==> src/rtl/sclgen_pkg.sv <==
package sclgen_pkg;

  localparam int CNT_W = 8;
  localparam int PRE_W = 3;

  typedef enum logic [1:0] {
    OP_BIT   = 2'b00,
    OP_START = 2'b01,
    OP_STOP  = 2'b10,
    OP_WAIT  = 2'b11
  } op_e;

  typedef enum logic [3:0] {
    PH_IDLE,
    PH_BIT_LO,
    PH_BIT_HI,
    PH_RS_LO,
    PH_RS_SU,
    PH_STA_HD,
    PH_STO_LO,
    PH_STO_SU,
    PH_STO_BUF,
    PH_WAIT
  } phase_e;

  typedef struct packed {
    logic [CNT_W-1:0] lo;
    logic [CNT_W-1:0] hi;
    logic [PRE_W-1:0] pre_m1;
  } timing_t;

  // prescale minus one per speed mode; reserved falls back to the slow mode
  function automatic logic [PRE_W-1:0] pre_m1_of(input logic [1:0] mode);
    case (mode)
      2'b01:   return PRE_W'(3);
      2'b10:   return PRE_W'(0);
      default: return PRE_W'(7);
    endcase
  endfunction

  function automatic logic [CNT_W-1:0] floor_lo(input logic [1:0] mode);
    case (mode)
      2'b01:   return CNT_W'(59);
      2'b10:   return CNT_W'(94);
      default: return CNT_W'(118);
    endcase
  endfunction

  function automatic logic [CNT_W-1:0] floor_hi(input logic [1:0] mode);
    case (mode)
      2'b01:   return CNT_W'(39);
      2'b10:   return CNT_W'(63);
      default: return CNT_W'(79);
    endcase
  endfunction

  function automatic logic [CNT_W-1:0] raise_to(input logic [CNT_W-1:0] v,
                                                input logic [CNT_W-1:0] fl);
    return (v < fl) ? fl : v;
  endfunction

  // phases whose length comes from the high count
  function automatic logic uses_high(input phase_e p);
    return (p == PH_BIT_HI) || (p == PH_RS_SU) || (p == PH_STA_HD) || (p == PH_STO_SU);
  endfunction

  // phases that release SCL after it was low and so must see it rise
  function automatic logic may_stall(input phase_e p);
    return (p == PH_BIT_HI) || (p == PH_RS_SU) || (p == PH_STO_SU);
  endfunction

endpackage

==> src/rtl/sclgen_cfg_shadow.sv <==
module sclgen_cfg_shadow
  import sclgen_pkg::*;
(
  input  logic             clk,
  input  logic             rst_n,
  input  logic             capture,
  input  logic [1:0]       mode,
  input  logic [CNT_W-1:0] low_cnt,
  input  logic [CNT_W-1:0] high_cnt,
  output timing_t          tmg
);
  localparam int NFLD = 2;

  logic [CNT_W-1:0] raw_v [NFLD];
  logic [CNT_W-1:0] flr_v [NFLD];
  logic [PRE_W-1:0] pre_q;

  assign raw_v[0] = low_cnt;
  assign raw_v[1] = high_cnt;
  assign flr_v[0] = floor_lo(mode);
  assign flr_v[1] = floor_hi(mode);

  for (genvar i = 0; i < NFLD; i++) begin : g_fld
    localparam logic [CNT_W-1:0] RST_V = (i == 0) ? floor_lo(2'b00) : floor_hi(2'b00);
    logic [CNT_W-1:0] q;
    always_ff @(posedge clk or negedge rst_n) begin
      if (!rst_n)       q <= RST_V;
      else if (capture) q <= raise_to(raw_v[i], flr_v[i]);
    end
  end

  always_ff @(posedge clk or negedge rst_n) begin
    if (!rst_n)       pre_q <= pre_m1_of(2'b00);
    else if (capture) pre_q <= pre_m1_of(mode);
  end

  assign tmg.lo     = g_fld[0].q;
  assign tmg.hi     = g_fld[1].q;
  assign tmg.pre_m1 = pre_q;


  eff_min_chk: assert property (@(posedge clk) disable iff (!rst_n)
    (tmg.lo >= CNT_W'(59)) && (tmg.hi >= CNT_W'(39)));

endmodule

==> src/rtl/sclgen_phase_ctr.sv <==
module sclgen_phase_ctr
  import sclgen_pkg::*;
(
  input  logic             clk,
  input  logic             rst_n,
  input  logic             load,
  input  logic [CNT_W-1:0] load_cnt,
  input  logic [PRE_W-1:0] pre_m1,
  input  logic             active,
  input  logic             stall,
  output logic             last
);
  logic [PRE_W-1:0] pre_q;
  logic [CNT_W-1:0] cnt_q;

  always_ff @(posedge clk or negedge rst_n) begin
    if (!rst_n) begin
      pre_q <= '0;
      cnt_q <= '0;
    end else if (load) begin
      pre_q <= pre_m1;
      cnt_q <= load_cnt;
    end else if (active && !stall) begin
      if (pre_q != '0) begin
        pre_q <= pre_q - PRE_W'(1);
      end else if (cnt_q != '0) begin
        cnt_q <= cnt_q - CNT_W'(1);
        pre_q <= pre_m1;
      end
    end
  end

  assign last = active && !stall && (pre_q == '0) && (cnt_q == '0);


  stall_hold_chk: assert property (@(posedge clk) disable iff (!rst_n)
    (active && stall) |=> ($stable(cnt_q) && $stable(pre_q)));

endmodule

==> src/rtl/sclgen_seq.sv <==
module sclgen_seq
  import sclgen_pkg::*;
(
  input  logic             clk,
  input  logic             rst_n,
  input  logic             cmd_valid,
  input  logic [1:0]       cmd_op,
  input  logic             cmd_bit,
  input  logic             scl_line,
  input  timing_t          tmg,
  input  logic             last,
  output logic             cmd_ready,
  output logic             cmd_done,
  output logic             load,
  output logic [CNT_W-1:0] load_cnt,
  output logic             active,
  output logic             stall,
  output logic             scl_drive_low,
  output logic             sda_drive_low
);
  phase_e ph_q, ph_nx;
  logic   owned_q, sda_q, bit_q, done_q;
  logic   accept;

  assign cmd_ready = (ph_q == PH_IDLE);
  assign accept    = cmd_valid && cmd_ready;
  assign active    = !cmd_ready;
  assign stall     = may_stall(ph_q) && !scl_line;

  always_comb begin
    ph_nx = ph_q;
    if (accept) begin
      case (op_e'(cmd_op))
        OP_BIT:   ph_nx = PH_BIT_LO;
        OP_START: ph_nx = owned_q ? PH_RS_LO : PH_STA_HD;
        OP_STOP:  ph_nx = owned_q ? PH_STO_LO : PH_IDLE;
        default:  ph_nx = PH_WAIT;
      endcase
    end else if (last) begin
      case (ph_q)
        PH_BIT_LO: ph_nx = PH_BIT_HI;
        PH_RS_LO:  ph_nx = PH_RS_SU;
        PH_RS_SU:  ph_nx = PH_STA_HD;
        PH_STO_LO: ph_nx = PH_STO_SU;
        PH_STO_SU: ph_nx = PH_STO_BUF;
        default:   ph_nx = PH_IDLE;
      endcase
    end
  end

  assign load     = (accept || last) && (ph_nx != PH_IDLE);
  assign load_cnt = (uses_high(ph_nx) ? tmg.hi : tmg.lo) - CNT_W'(1);

  always_ff @(posedge clk or negedge rst_n) begin
    if (!rst_n) begin
      ph_q    <= PH_IDLE;
      owned_q <= 1'b0;
      sda_q   <= 1'b0;
      bit_q   <= 1'b1;
      done_q  <= 1'b0;
    end else begin
      ph_q   <= ph_nx;
      done_q <= (accept || last) && (ph_nx == PH_IDLE);
      if (accept) bit_q <= cmd_bit;
      if (last) begin
        case (ph_q)
          PH_BIT_HI:  begin owned_q <= 1'b1; sda_q <= ~bit_q; end
          PH_STA_HD:  begin owned_q <= 1'b1; sda_q <= 1'b1;   end
          PH_STO_BUF: begin owned_q <= 1'b0; sda_q <= 1'b0;   end
          default:    ;
        endcase
      end
    end
  end

  assign cmd_done = done_q;

  always_comb begin
    case (ph_q)
      PH_BIT_LO:  begin scl_drive_low = 1'b1; sda_drive_low = ~bit_q; end
      PH_BIT_HI:  begin scl_drive_low = 1'b0; sda_drive_low = ~bit_q; end
      PH_RS_LO:   begin scl_drive_low = 1'b1; sda_drive_low = 1'b0;   end
      PH_RS_SU:   begin scl_drive_low = 1'b0; sda_drive_low = 1'b0;   end
      PH_STA_HD:  begin scl_drive_low = 1'b0; sda_drive_low = 1'b1;   end
      PH_STO_LO:  begin scl_drive_low = 1'b1; sda_drive_low = 1'b1;   end
      PH_STO_SU:  begin scl_drive_low = 1'b0; sda_drive_low = 1'b1;   end
      PH_STO_BUF: begin scl_drive_low = 1'b0; sda_drive_low = 1'b0;   end
      default:    begin scl_drive_low = owned_q; sda_drive_low = sda_q; end
    endcase
  end


  done_ready_chk: assert property (@(posedge clk) disable iff (!rst_n)
    cmd_done |-> cmd_ready);


  sda_steady_high_chk: assert property (@(posedge clk) disable iff (!rst_n)
    ((ph_q == PH_BIT_HI) && $past(ph_q == PH_BIT_HI)) |-> $stable(sda_drive_low));


  stop_release_chk: assert property (@(posedge clk) disable iff (!rst_n)
    (cmd_done && $past(ph_q == PH_STO_BUF)) |-> (!scl_drive_low && !sda_drive_low));

endmodule

==> src/rtl/scl_phase_gen.sv <==
module scl_phase_gen
  import sclgen_pkg::*;
(
  input  logic             clk,
  input  logic             rst_n,
  input  logic [1:0]       cfg_mode,
  input  logic [CNT_W-1:0] cfg_low_cnt,
  input  logic [CNT_W-1:0] cfg_high_cnt,
  input  logic             cmd_valid,
  input  logic [1:0]       cmd_op,
  input  logic             cmd_bit,
  output logic             cmd_ready,
  output logic             cmd_done,
  output logic             phase_end,
  input  logic             scl_line,
  output logic             scl_drive_low,
  output logic             sda_drive_low
);
  timing_t          tmg;
  logic             capture;
  logic             ctr_load, ctr_active, ctr_stall, ctr_last;
  logic [CNT_W-1:0] ctr_load_cnt;

  assign capture = cmd_ready && !cmd_valid;

  sclgen_cfg_shadow u_shadow (
    .clk      (clk),
    .rst_n    (rst_n),
    .capture  (capture),
    .mode     (cfg_mode),
    .low_cnt  (cfg_low_cnt),
    .high_cnt (cfg_high_cnt),
    .tmg      (tmg)
  );

  sclgen_phase_ctr u_ctr (
    .clk      (clk),
    .rst_n    (rst_n),
    .load     (ctr_load),
    .load_cnt (ctr_load_cnt),
    .pre_m1   (tmg.pre_m1),
    .active   (ctr_active),
    .stall    (ctr_stall),
    .last     (ctr_last)
  );

  sclgen_seq u_seq (
    .clk           (clk),
    .rst_n         (rst_n),
    .cmd_valid     (cmd_valid),
    .cmd_op        (cmd_op),
    .cmd_bit       (cmd_bit),
    .scl_line      (scl_line),
    .tmg           (tmg),
    .last          (ctr_last),
    .cmd_ready     (cmd_ready),
    .cmd_done      (cmd_done),
    .load          (ctr_load),
    .load_cnt      (ctr_load_cnt),
    .active        (ctr_active),
    .stall         (ctr_stall),
    .scl_drive_low (scl_drive_low),
    .sda_drive_low (sda_drive_low)
  );

  assign phase_end = ctr_last;


  cfg_frozen_chk: assert property (@(posedge clk) disable iff (!rst_n)
    !cmd_ready |-> $stable(tmg));


  phase_end_busy_chk: assert property (@(posedge clk) disable iff (!rst_n)
    phase_end |-> !cmd_ready);

endmodule

==> config.mk <==
export PLATFORM = sky130hd
export DESIGN_NAME = scl_phase_gen
export DESIGN_NICKNAME = d
export VERILOG_FILES = /design/src/rtl/sclgen_pkg.sv /design/src/rtl/sclgen_cfg_shadow.sv /design/src/rtl/sclgen_phase_ctr.sv /design/src/rtl/sclgen_seq.sv /design/src/rtl/scl_phase_gen.sv
export SDC_FILE = /design/constraint.sdc
export NUM_CORES = 1
export LEC_CHECK = 0
export CAP_MARGIN = 0
export CELL_PAD_IN_SITES_DETAIL_PLACEMENT = 0
export CELL_PAD_IN_SITES_GLOBAL_PLACEMENT = 1
export CORE_MARGIN = 3
export CORE_UTILIZATION = 40
export CTS_CLUSTER_SIZE = 8
export DETAILED_ROUTE_END_ITERATION = 10
export MAX_ROUTING_LAYER = met4
export PLACE_DENSITY = 0.86
export SYNTH_ARGS = -nofsm -noshare
export SYNTH_HDL_FRONTEND = slang
export SYNTH_HIERARCHICAL = 1
export SYNTH_SLANG_ARGS = --single-unit
export TNS_END_PERCENT = 10
==> constraint.sdc <==
create_clock -name clk -period 3.9 [get_ports clk]
set_input_delay 0.78 -clock clk [delete_from_list [all_inputs] [get_ports clk]]
set_output_delay 0.78 -clock clk [all_outputs]
set_load 0.1 [all_outputs]
## Yosys cells after proc, flatten, opt, wreduce, memory -nomap -nowiden

Cells that the tools add are included.

| operators by class | value |
|---|---|
| bitwise gates (word level) | 1 |
| equality and inequality tests | 17 |
| $add $sub $neg | 3 |
| multiplexer cells | 24 |
| reduce and logical (&&, ||, !) cells | 41 |
| div/mod/pow operators | 0 |
| $mul | 0 |
| shifts and indexed selects | 0 |
| $lt $le $gt $ge | 2 |

Operators with widths:

| kind | count |
|---|---|
| $mux 8 | 7 |
| $eq 4x3->1 const B | 7 |
| $pmux 7 s2 | 2 |
| $pmux 4 s5 | 1 |
| $mux 3 | 6 |
| $lt 8x7->1 | 2 |
| $sub 8x1->8 const B | 2 |
| $eq 4x2->1 const B | 3 |
| $pmux 4 s3 | 1 |
| $reduce_bool 3->1 | 3 |
| $reduce_or 3->1 | 3 |
| $logic_and 1x1->1 | 8 |
| $logic_not 4->1 | 2 |
| $logic_not 8->1 | 1 |
| $mux 4 | 2 |
| $reduce_bool 8->1 | 1 |
| $logic_or 1x1->1 | 6 |
| $pmux 1 s3 | 2 |
| $pmux 3 s2 | 1 |
| $reduce_and 2->1 | 3 |
| $reduce_bool 2->1 | 3 |
| $reduce_or 5->1 | 1 |
| $eq 2x1->1 const B | 2 |
| $eq 2x2->1 const B | 2 |
| other kinds (12) | 17 |

| storage, ports and cells | value |
|---|---|
| logic and storage cells | 98 |
| memory bits (read-only) | 0 |
| latch bits | 0 |
| output and inout bits | 5 |
| input port bits | 25 |
| bits in registers | 38 |
| memories kept | 0 |
| RAM bits | 0 |

## Depth between registers and ports, before layout

| depth | value |
|---|---|
| depth after elaboration | 17 |
| depth in mapped cells | 21 |
| depth with buffers taken out | 18 |

## Hierarchy

Netlist, hierarchy kept.

Modules (own cells, without submodules):

| module | area each (um2) | cells an instance | times used | seq. area each (um2) |
|---|---|---|---|---|
| sclgen_cfg_shadow | 1156.1 | 116 | 1 | 465.4 |
| sclgen_seq | 1018.5 | 133 | 1 | 201.4 |
| sclgen_phase_ctr | 790.8 | 87 | 1 | 275.3 |
| scl_phase_gen | 13.8 | 1 | 1 | 0.0 |

## Worst setup path before layout

OpenSTA, ideal clock, no wires.

| path | value |
|---|---|
| path kind | flip-flop to flip-flop |
| from | reg u_seq.ph_q[3] |
| to | reg u_ctr.cnt_q[2] |
| arrival time | 4.868 ns |
| cell stages (with the launch flop) | 18 |
| slack | -1.105 ns |
| path buffers | 1 |
| period minus slack after synthesis | 5.005 ns |
| cells stage by stage | dfrtp_1 -> nor4_4 -> inv_2 -> and4bb_2 -> and3_2 -> buf_2 -> nor4bb_1 -> a211oi_1 -> o22ai_1 -> xnor2_2 -> nor2_4 -> mux2i_1 -> ha_1 -> nor2b_1 -> o22ai_1 -> or3b_1 -> nand2_1 -> o21ai_0 |

| on the way | value |
|---|---|
| elaborated cells between the ends (all ways) | 36 |

RTL lines:

| element | line | text |
|---|---|---|
| from (decl) | sclgen_seq.sv:21 | `phase_e ph_q, ph_nx;` |
| from (signal assigned) | sclgen_seq.sv:62 | `ph_q <= ph_nx;` |
| $logic_not 4->1 (*) | sclgen_seq.sv:25 | `assign cmd_ready = (ph_q == PH_IDLE);` |
| named net cmd_ready | scl_phase_gen.sv:12 | `output logic cmd_ready,` |
| $logic_not 1->1 (*) | sclgen_seq.sv:27 | `assign active = !cmd_ready;` |
| named net ctr_active | scl_phase_gen.sv:21 | `logic ctr_load, ctr_active, ctr_stall, ctr_last;` |
| $logic_and 1x1->1 (*) (3 in series) | sclgen_phase_ctr.sv:33 | `assign last = active && !stall && (pre_q == '0) && (cnt_q == '0);` |
| named net phase_end | scl_phase_gen.sv:14 | `output logic phase_end,` |
| $mux 4 (*) | sclgen_seq.sv:39 | `end else if (last) begin` |
| $mux 4 (*) | sclgen_seq.sv:32 | `if (accept) begin` |
| $eq 4x2->1 / $eq 4x3->1 (equally long branches) | sclgen_pkg.sv:64 | `return (p == PH_BIT_HI) \|\| (p == PH_RS_SU) \|\| (p == PH_STA_HD) \|\| (p == PH_STO_SU);` |
| $logic_or 1x1->1 (2 in series) | sclgen_pkg.sv:64 |  |
| $logic_or 1x1->1 (*) | sclgen_pkg.sv:64 |  |
| $mux 8 (*) | sclgen_seq.sv:52 | `assign load_cnt = (uses_high(ph_nx) ? tmg.hi : tmg.lo) - CNT_W'(1);` |
| $sub 8x1->8 (*) | sclgen_seq.sv:52 |  |
| named net ctr_load_cnt[2] | scl_phase_gen.sv:22 | `logic [CNT_W-1:0] ctr_load_cnt;` |
| $mux 8 (*) | sclgen_phase_ctr.sv:20 | `end else if (load) begin` |
| to (signal assigned) | sclgen_phase_ctr.sv:22 | `cnt_q <= load_cnt;` |
| to (signal assigned) | sclgen_phase_ctr.sv:27 | `cnt_q <= cnt_q - CNT_W'(1);` |
| to (decl) | sclgen_phase_ctr.sv:14 | `logic [CNT_W-1:0] cnt_q;` |

The timed path passes the listed nets; every way through them passes the cells marked *.
A chain may end at the register's enable or synchronous reset.

## Final worst setup path

| path | value |
|---|---|
| from | in scl_line |
| to | reg u_ctr.cnt_q[2] |

| on the way | value |
|---|---|
| longest elaborated chain between the ends | 15 |
| elaborated cells between the ends (all ways) | 25 |

Ends and longest elaborated chain:

| element | line | text |
|---|---|---|
| from (decl) | scl_phase_gen.sv:15 | `input logic scl_line,` |
| $logic_not 1->1 (*) | sclgen_seq.sv:28 | `assign stall = may_stall(ph_q) && !scl_line;` |
| $logic_and 1x1->1 (*) | sclgen_seq.sv:28 |  |
| named net ctr_stall | scl_phase_gen.sv:21 |  |
| $logic_not 1->1 (*) | sclgen_phase_ctr.sv:33 |  |
| $logic_and 1x1->1 (*) (3 in series) | sclgen_phase_ctr.sv:33 |  |
| $mux 4 (*) | sclgen_seq.sv:39 |  |
| $mux 4 (*) | sclgen_seq.sv:32 |  |
| $eq 4x2->1 / $eq 4x3->1 (equally long branches) | sclgen_pkg.sv:64 |  |
| $logic_or 1x1->1 (2 in series) | sclgen_pkg.sv:64 |  |
| $logic_or 1x1->1 (*) | sclgen_pkg.sv:64 |  |
| $mux 8 (*) | sclgen_seq.sv:52 |  |
| $sub 8x1->8 (*) | sclgen_seq.sv:52 |  |
| named net ctr_load_cnt[2] | scl_phase_gen.sv:22 |  |
| $mux 8 (*) | sclgen_phase_ctr.sv:20 |  |

Marks and branches as above.

==> results summary <==
Summing every instance area after synthesis gives roughly 3000 µm². The via density per instance came out at roughly 5.7. TritonCTS built the clock tree. The number of cell rows is 30. The remaining antenna violation count is 0. The insertion delay to the later sink of the worst-skew pair came out at 300 ps. The arrival time reported for the critical path endpoint is about 4000 ps. The min-delay analysis places its worst path in the category reg2reg. The worst setup timing slack at the placement stage came out at -312 ps. The number of buffers inserted by port buffering is 29. The final-layout worst hold slack is 485 ps. The synthesis-stage register bit count is 37. Hold repair after CTS inserted 0 buffers.

The async set-or-reset flop fraction in the synthesized netlist is between 90% and 100%. The number of failing hold endpoints at the final stage is 0. The first global-routing pass estimated ~12000 µm of wire. After clock tree synthesis, the clock-pin slew on the worst setup and hold paths is 90 ps.

The critical path in this run is classified as in2reg. Setup slack closes at roughly 180 ps. The maximum number of pins on one net before global-route repair came out at 38. The most frequent cell after synthesis is sky130_fd_sc_hd__nand2_1.

The largest voltage drop on the vdd net is ~0.00016 V. The net total in the final layout is roughly 420. Of all cell types, the one taking the most synthesized area is sky130_fd_sc_hd__dfrtp_1. The final number of setup-violating endpoints came out at 0.

The total iterations of the first detailed-routing run is 4. Summing over every cut layer, the via total after detailed routing is about 2.8k. The residual overflow from global routing came out at 0. After synthesis, the most frequently instantiated cells are sky130_fd_sc_hd__nand2_1 (32), sky130_fd_sc_hd__nor2_1 (25), sky130_fd_sc_hd__dfrtp_1 (24), sky130_fd_sc_hd__inv_1 (24), sky130_fd_sc_hd__nor3_1 (15). The die boundary width came out at slightly above 90 µm. The leakage power of the design came out at 0.00153 µW.

The number of DRC markers after the initial detailed-route iteration came out at 131. The number of enable flip-flop cells after synthesis came out at 0. The pin slew with the least headroom to its limit is between 900 and 1000 ps. The number of H-tree levels came out at 2. The number of DRC violations after detailed routing came out at 0. The utilization of the core after routing came out at 52.9%. The largest individual stage delay along the critical path comes from the cell sky130_fd_sc_hd__clkdlybuf4s50_1. The worst register-to-register path begins at u_seq/ph_q[0]$_DFF_PN0_. The last weighted congestion value of the routability-driven placer came out at between 0.9 and 1. The tree is rooted in a sky130_fd_sc_hd__clkbuf_8. The worst-case clock skew is 7.73 ps. The synthesized area divided by synthesized cell count came out at 8.84 µm². The number of different library cells in the post-synthesis netlist came out at 73.

The power density normalized to cell area is about 510 nW/µm². The final period utilization is between 90% and 100%. Based on the critical path, the design can be clocked at up to about 270 MHz. The worst setup path is captured at a flip-flop. After synthesis, the cell types taking the most area are sky130_fd_sc_hd__dfrtp_1 (20%), sky130_fd_sc_hd__dfstp_2 (11%), sky130_fd_sc_hd__ha_1 (5.9%).

The area of the multi-input gates is 1960 µm². The stage delay of the slowest cell on the critical path is ~480 ps. Including well taps, the total number of placed cells is between 400 and 500. The die covers 8520 µm². The count of inserted antenna diode cells is 0. The aggregate negative setup slack is 0 ps. The number of top-level pins is 30. The area added between synthesis and finish came out at 24.7%. For this run, the leading register cell type out of synthesis is sky130_fd_sc_hd__dfrtp_1. The vertical die dimension came out at between 90 and 100 µm. The net count after synthesis came out at roughly 380. The tool flagged a number of max-cap violations equal to 0. The layout filler cell count came out at around 670.

In this run the worst path has a maximum fanout of 10. After synthesis, flip-flops and latches occupy a little under a third of the total area. The worst setup path is launched from an input port. Clock tree synthesis found a total of 37 sinks. The share of Yosys cell area claimed by the top area cell type came out at about a fifth. Synthesis produced a netlist whose cell count is 337. The smallest clock period supported by the final layout is computed as ~3700 ps. The total clock buffers created by CTS came out at 5. The average wire per cell in the routed design came out at 15.3 µm. The wire length after detailed routing is ~7400 µm. Summing all flip-flop and latch instances after layout gives 942 µm².

The global-route usage over all layers came out at ~18%. The Yosys step of the flow raised 6 warnings. The critical path goes through clkdlybuf4s50_1 > nor3_2 > and4bb_2 > and3_4 > nand4b_1 > a21o_1 > a32o_2 > xnor2_2 > nor2_4 > mux2i_2 > ha_4 > buf_4 > nor2b_1 > o22ai_1 > or3b_1 > nand2_1 > o21ai_1.

Measured against its own limit, the worst slew margin works out to a little over a third. For this configuration, the core starts out at a cell density of 42.4%. The number of global-route vias before repair came out at around 2.6k.

The total area inside the core boundary comes to approximately 7000 µm². Detailed placement finished with a half-perimeter wire length of 5440 µm. The count of placed standard cells in the final layout, fillers left out came out at ~480. The maximum number of buffers from clock root to sink is 2.

The final-report max-slew violation count is 0. The share of final-layout standard cells stronger than drive strength 1 is between 20% and 30%. The initial antenna violation count is 0.

The required time of the critical path came out at about 4100 ps. In this run the most critical hold path is launched from u_seq/bit_q$_DFFE_PN1N_. The flow ran to the end, and the final reports show no timing, DRC or antenna violations.

Tracing the worst setup path back leads to its startpoint at scl_line.
[routing by layer]
| layer | wire, µm | vias to the layer above | GRT usage [%] |
|---|---|---|---|
| met5 | 0 | - | - |
| met4 | 95 | 0 | 4.83 |
| met3 | 343 | 9 | 2.84 |
| met2 | 3550 | 80 | 29.5 |
| met1 | 3370 | 1327 | 22.3 |
| li1 | - | 1341 | - |
[state kept, by name (all words and copies together), names as in the netlist]
| signal | flops |
|---|---|
| u_ctr/cnt_q | 8 |
| u_ctr/pre_q | 3 |
| u_seq/bit_q | 1 |
| u_seq/cmd_done | 1 |
| u_seq/owned_q | 1 |
| u_seq/ph_q | 4 |
| u_seq/sda_q | 1 |
| u_shadow/g_fld.q | 16 |
| u_shadow/pre_q | 2 |
[critical path, delay by kind of cell]
family	cells	cell delay, ps
buffers and inverters	2	620
muxes	1	170
adders and majority gates	1	190
xor gates and xnor gates	1	230
and+or+nand+nor	8	1330
AOI/OAI and AO/OA	4	600
[where the power goes]
group	internal (µW)	switching, µW
logic	458	503
registers	485	109
clock network	192	158
total	1130	770
[logic make-up after synthesis]
kind of cell	count (synthesis)	share of synthesized area, %
flip-flops	37	31.6
XOR/XNOR	19	5.84
multiplexers	12	4.24
AND/OR/NAND/NOR	129	24.7
adder cells (fa/ha/maj)	16	6.59
AO/OA/AOI/OAI	86	21.8
buffers and inverters	38	5.25
[cell type report]
cell class / instances / share of cell area [%]
clock buffer: 5 / 1.85
timing repair buffer: 53 / 12.9
sequential: 37 / 25.4
tap: 96 / 3.23
clock inverter: 3 / 1.25
multi-input combinational: 262 / 52.9
inverter: 25 / 2.53
[placed cells by master, fill, tap and decap left out, drive strengths merged, types with 3 or more instances in the layout]
cell and instances:
or3 4, xnor2 13, o21ai 14, clkbuf 5, nand4b 4, a2bb2oi 4
a21o 4, nor2b 12, inv 25, mux2i 7, xor2 6, nor4 8
mux2 5, nor2 27, a31oi 9, o22ai 3, ha 14, a21oi 10
or3b 3, nand3 8, a211oi 6, nor3 16, clkdlybuf4s50 24, o211ai 3
o2bb2ai 4, nand2b 5, buf 29, dfstp 13, nand2 32, dfrtp 24
nor4b 3, a221oi 3
[through the flow]
step / cell area [µm²] / total power [µW]
floorplan: 3010 / 1260
global placement: 3530 / 1480
detailed placement: 3530 / 1500
CTS: 3650 / 1860
global route: 3720 / 2040
finish: 3720 / 1900
[path summary, 6_finish.rpt]
check                                                     end  slack, ps  depth (start not counted)
max                                u_ctr/cnt_q[2]$_DFFE_PN0P_        180                         17
min                                   u_seq/bit_q$_DFFE_PN1N_        480                          2
max reg2reg                        u_ctr/cnt_q[2]$_DFFE_PN0P_        260                         18
min reg2reg                           u_seq/bit_q$_DFFE_PN1N_        480                          2
max in group asynchronous  u_shadow/g_fld[0].q[0]$_DFFE_PN0P_       2780                          1
min in group asynchronous            u_seq/cmd_done$_DFF_PN0_        580                          1
[what timing repair did]
action                                  in CTS  in global routing
gates resized for setup                      1                 10
endpoints found under the setup margin       1                  4
pin swaps                                    0                  7
setup buffers                                0                  3
(Power assumes the default switching activity.)
